`src/rtl/bus_mon_pkg.sv`:
```
package bus_mon_pkg;

   localparam int NUM_RULES = 8;

   localparam int RULE_REQ_WIDTH   = 0;
   localparam int RULE_GNT_MISSING = 1;
   localparam int RULE_GNT_SPUR    = 2;
   localparam int RULE_CMD_NOGNT   = 3;
   localparam int RULE_CMD_CLASH   = 4;
   localparam int RULE_ADDR_PHASE  = 5;
   localparam int RULE_RDATA_PHASE = 6;
   localparam int RULE_WDATA_PHASE = 7;

   typedef struct packed {
      logic req;
      logic gnt;
      logic rd;
      logic wr;
      logic avld;
      logic rvld;
      logic wvld;
   } bus_sample_t;

   typedef struct packed {
      logic req;
      logic gnt;
      logic rd;
      logic wr;
   } bus_hist_t;

endpackage

```
`src/rtl/bus_mon_history.sv`:
```
module bus_mon_history
   import bus_mon_pkg::*;
#(
   parameter int SETTLE_CYCLES = 1
) (
   input  logic      clk,
   input  logic      rst_n,
   input  bus_hist_t cur,
   output bus_hist_t prev,
   output logic      armed
);

   localparam int CNT_W = (SETTLE_CYCLES < 2) ? 1 : $clog2(SETTLE_CYCLES + 1);

   if (SETTLE_CYCLES < 1) begin : g_bad_settle
      $error("bus_mon_history: SETTLE_CYCLES must be at least 1");
   end

   always_ff @(posedge clk or negedge rst_n) begin
      if (!rst_n) begin
         prev <= '0;
      end else begin
         prev <= cur;
      end
   end

   if (SETTLE_CYCLES == 1) begin : g_flag
      logic armed_q;
      always_ff @(posedge clk or negedge rst_n) begin
         if (!rst_n) begin
            armed_q <= 1'b0;
         end else begin
            armed_q <= 1'b1;
         end
      end
      assign armed = armed_q;
   end else begin : g_count
      logic [CNT_W-1:0] cnt_q;
      always_ff @(posedge clk or negedge rst_n) begin
         if (!rst_n) begin
            cnt_q <= '0;
         end else if (cnt_q != CNT_W'(SETTLE_CYCLES)) begin
            cnt_q <= cnt_q + 1'b1;
         end
      end
      assign armed = (cnt_q == CNT_W'(SETTLE_CYCLES));
   end

endmodule

```
`src/rtl/bus_mon_rules.sv`:
```
module bus_mon_rules
   import bus_mon_pkg::*;
(
   input  bus_sample_t          cur,
   input  bus_hist_t            prev,
   output logic [NUM_RULES-1:0] viol
);

   logic cmd_now;
   logic cmd_before;

   assign cmd_now    = cur.rd | cur.wr;
   assign cmd_before = prev.rd | prev.wr;

   always_comb begin
      viol                   = '0;
      viol[RULE_REQ_WIDTH]   = cur.req & prev.req;
      viol[RULE_GNT_MISSING] = prev.req & ~cur.gnt;
      viol[RULE_GNT_SPUR]    = ~prev.req & cur.gnt;
      viol[RULE_CMD_NOGNT]   = cmd_now & ~prev.gnt;
      viol[RULE_CMD_CLASH]   = cur.rd & cur.wr;
      viol[RULE_ADDR_PHASE]  = cur.avld ^ cmd_before;
      viol[RULE_RDATA_PHASE] = cur.rvld ^ prev.rd;
      viol[RULE_WDATA_PHASE] = cur.wvld ^ prev.wr;
   end

endmodule

```
`src/rtl/bus_mon_sticky.sv`:
```
module bus_mon_sticky #(
   parameter int N = 8
) (
   input  logic         clk,
   input  logic         rst_n,
   input  logic         enable,
   input  logic [N-1:0] hit,
   output logic [N-1:0] flags
);

   if (N < 1) begin : g_bad_n
      $error("bus_mon_sticky: N must be at least 1");
   end

   for (genvar i = 0; i < N; i++) begin : g_bit
      always_ff @(posedge clk or negedge rst_n) begin
         if (!rst_n) begin
            flags[i] <= 1'b0;
         end else if (enable && hit[i]) begin
            flags[i] <= 1'b1;
         end
      end
   end

endmodule

```
`src/rtl/bus_proto_monitor.sv`:
```
module bus_proto_monitor
   import bus_mon_pkg::*;
#(
   parameter int SETTLE_CYCLES = 1
) (
   input  logic clk,
   input  logic rst_n,
   input  logic bus_req,
   input  logic bus_gnt,
   input  logic cmd_rd,
   input  logic cmd_wr,
   input  logic addr_ok,
   input  logic rdata_ok,
   input  logic wdata_ok,
   output logic err_req_width,
   output logic err_gnt_missing,
   output logic err_gnt_spurious,
   output logic err_cmd_ungranted,
   output logic err_cmd_clash,
   output logic err_addr_phase,
   output logic err_rdata_phase,
   output logic err_wdata_phase
);

   bus_sample_t          sample;
   bus_hist_t            hist_cur;
   bus_hist_t            hist_prev;
   logic                 checks_on;
   logic [NUM_RULES-1:0] rule_hit;
   logic [NUM_RULES-1:0] err_flags;

   assign sample = '{req: bus_req, gnt: bus_gnt, rd: cmd_rd, wr: cmd_wr,
                     avld: addr_ok, rvld: rdata_ok, wvld: wdata_ok};
   assign hist_cur = '{req: bus_req, gnt: bus_gnt, rd: cmd_rd, wr: cmd_wr};

   bus_mon_history #(
      .SETTLE_CYCLES(SETTLE_CYCLES)
   ) u_hist (
      .clk   (clk),
      .rst_n (rst_n),
      .cur   (hist_cur),
      .prev  (hist_prev),
      .armed (checks_on)
   );

   bus_mon_rules u_rules (
      .cur  (sample),
      .prev (hist_prev),
      .viol (rule_hit)
   );

   bus_mon_sticky #(
      .N(NUM_RULES)
   ) u_sticky (
      .clk    (clk),
      .rst_n  (rst_n),
      .enable (checks_on),
      .hit    (rule_hit),
      .flags  (err_flags)
   );

   assign err_req_width     = err_flags[RULE_REQ_WIDTH];
   assign err_gnt_missing   = err_flags[RULE_GNT_MISSING];
   assign err_gnt_spurious  = err_flags[RULE_GNT_SPUR];
   assign err_cmd_ungranted = err_flags[RULE_CMD_NOGNT];
   assign err_cmd_clash     = err_flags[RULE_CMD_CLASH];
   assign err_addr_phase    = err_flags[RULE_ADDR_PHASE];
   assign err_rdata_phase   = err_flags[RULE_RDATA_PHASE];
   assign err_wdata_phase   = err_flags[RULE_WDATA_PHASE];

endmodule

```
`config.mk`:
```
export PLATFORM = sky130hd
export DESIGN_NAME = bus_proto_monitor
export DESIGN_NICKNAME = d
export VERILOG_FILES = /design/src/rtl/bus_mon_pkg.sv /design/src/rtl/bus_mon_history.sv /design/src/rtl/bus_mon_rules.sv /design/src/rtl/bus_mon_sticky.sv /design/src/rtl/bus_proto_monitor.sv
export SDC_FILE = /design/constraint.sdc
export NUM_CORES = 1
export LEC_CHECK = 0
export ABC_AREA = 0
export BUFFER_PORTS_ARGS = -buffer_cell sky130_fd_sc_hd__buf_2
export CAP_MARGIN = 20
export CORE_AREA = 2 2 39 41
export CTS_BUF_LIST = sky130_fd_sc_hd__clkbuf_16
export CTS_CLUSTER_DIAMETER = 60
export DETAILED_ROUTE_END_ITERATION = 8
export DIE_AREA = 0 0 41 43
export GPL_TIMING_DRIVEN = 0
export SLEW_MARGIN = 20
export SYNTH_ARGS = -nofsm -noshare
export SYNTH_HDL_FRONTEND = slang
export SYNTH_HIERARCHICAL = 1
export SYNTH_SLANG_ARGS = --single-unit
```
`constraint.sdc`:
```
create_clock -name clk -period 1.1 [get_ports clk]
set_input_delay 0.22 -clock clk [delete_from_list [all_inputs] [get_ports clk]]
set_output_delay 0.22 -clock clk [all_outputs]
set_load 0.005 [all_outputs]
```
==> out/results.tsv <==
metric	value	unit
rows	14	
cts_sinks	13	
grt_max_degree	14	
grt_pass1_wl	979	um
mostFrequentLayoutCells	buf_2, dfrtp_1, a21o_1	
period_needed	0.959	ns
cp-start-kind	flip-flop	
hpwl	532	um
r2r-start	u_hist/prev[1]	
critPathBufInv	1	
cts_tree	yes	
crit_start	u_sticky/flags[2]	
p_per_area	1830	mW/mm^2
grt.overflow.total	0	
r2r_slack	0.23	ns
crit_slowest_cell	dfrtp_1	
crit_family	flip-flops	
pre_cts_ws	0.234	ns
nFillCells	129	
period_share	0.872	
htree_levels	1	
avgSynthCellArea	14.1	um^2
postCtsHoldBufs	1	
layout.nets	64	
vias_per_cell	4.41	
num_antenna_cells	0	
cts_made_buffers	3	
grt_pass1_vias	254	
crit_type	reg2out	
clock_latency	0.23	ns
root_buffer	clkbuf_16	
synth_cells	33	
path_max_fanout	2	
cp.depth	1	
critPathArrivalTime	0.74	ns
drtPass1Iterations	4	
multi_input_area	129	um^2
die_y	43	um
drv_slew	0	
drtIter0Drc	2	
min_path_type	in2reg	
utilization	0.473	
yosysUniqueCellTypes	10	
coreArea	0.00138	mm^2
final_hold_viol_count	0	
clock_path_buffers	2	
ant_nets	0	
power	1.20	mW
vias	309	
status	finished clean	
drt-wirelength-per-cell	10.1	um
maxCapViolCount	0	
start_util	0.336	
setup_viol	0	
end_kind	output port	
slowest_delay	0.38	ns
die_w	41	um
max_freq	1040	MHz
gp_congestion	0.685	
reg2regPathDepth	3	
antenna_found_initial	0	
drive_gt1_frac	0.389	
wl	705	um
die_area	0.00176	mm^2
io_pins	17	
postCtsSetupBuffers	0	
fin_tns_setup	0	ns
ys_warn_count	6	
ir_drop	0.000948	V
cts-resized-gates	0	
timing.critical_path.required	0.88	ns
ys_seq_area_frac	0.699	
cp-endpoint	err_gnt_spurious	
syn_to_final_growth	40.6	%
io_buffers	16	
leakagePower	0.282	nW
grt_util_all_layers	0.0879	
rr_endpoint	u_sticky/flags[5]	
drc	0	
grt_setup_unrepaired	false	
setup_ws	0.141	ns
yosys_register_bits	13	
path_cells	buf_2	
synth.net_count	42	
fin_skew	0.00243	ns
ff_latch_area	325	um^2
path_clk_slew	0.04	ns
final_common_cell	buf_2	
synth_area	465	um^2
==> synthesized netlist by cell type <==
cell     number  area (um^2)
xnor2_1       1         8.76
nor2_1        2         7.51
buf_6         1         11.3
a21o_1        8         60.1
conb_1        1         3.75
nor2_2        1         6.26
and2_1        2         12.5
nor2b_1       2         12.5
xor2_1        2         17.5
dfrtp_1      13          325
==> sequential cells by signal (all words and copies together) (netlist names) <==
| name | count |
|---|---|
| u_sticky/flags | 8 |
| u_hist/armed | 1 |
| u_hist/prev | 4 |
==> worst min path at each step <==
stage	startpoint	to	cells after the start
6_report	bus_req	u_hist/prev[3]	1
3_5_place_dp	rst_n	u_sticky/flags[5]	1
4_1_cts	bus_req	u_hist/prev[3]	1
2_1_floorplan	rst_n	u_hist/armed	0
3_3_place_gp	rst_n	u_sticky/flags[5]	1
5_1_grt	bus_req	u_hist/prev[3]	1
==> logic make-up after synthesis <==
kind of cell    count (synthesis)  synth area share
compound gates                  8             0.129
flops                          13             0.699
buf+inv                         1            0.0242
simple gates                    7            0.0833
xor+xnor                        3            0.0565
other cells                     1           0.00806
==> report_power, final <==
part	total, mW	internal (mW)	leakage [nW]	switching, mW
Clock	0.649	0.477	0.0423	0.172
Sequential	0.496	0.490	0.128	0.00568
Combinational	0.0547	0.0273	0.111	0.0273
==> routing by layer <==
metal,GRT usage,up-vias,wire length (um)
met5,0,-,0
met1,0.0956,145,290
met4,0.0600,0,8
met2,0.125,15,339
li1,-,147,-
met3,0.0471,2,67
==> final cells by class <==
type,count,area share
Clock buffer,3,0.115
Buffer,1,0.0172
Timing Repair Buffer,17,0.138
Sequential cell,13,0.497
Multi-Input combinational cell,19,0.197
Clock inverter,1,0.00574
Tap cell,16,0.0306
==> metrics by stage <==
stage | area [um^2] | instances | hold WS (ns)
2_1_floorplan | 465 | 33 | -0.0756
3_3_place_gp | 566 | 65 | 0.118
3_5_place_dp | 566 | 65 | 0.117
4_1_cts | 654 | 70 | 0.0983
5_1_grt | 654 | 70 | 0.102
6_report | 654 | 70 | 0.102
(Power assumes the default switching activity.)
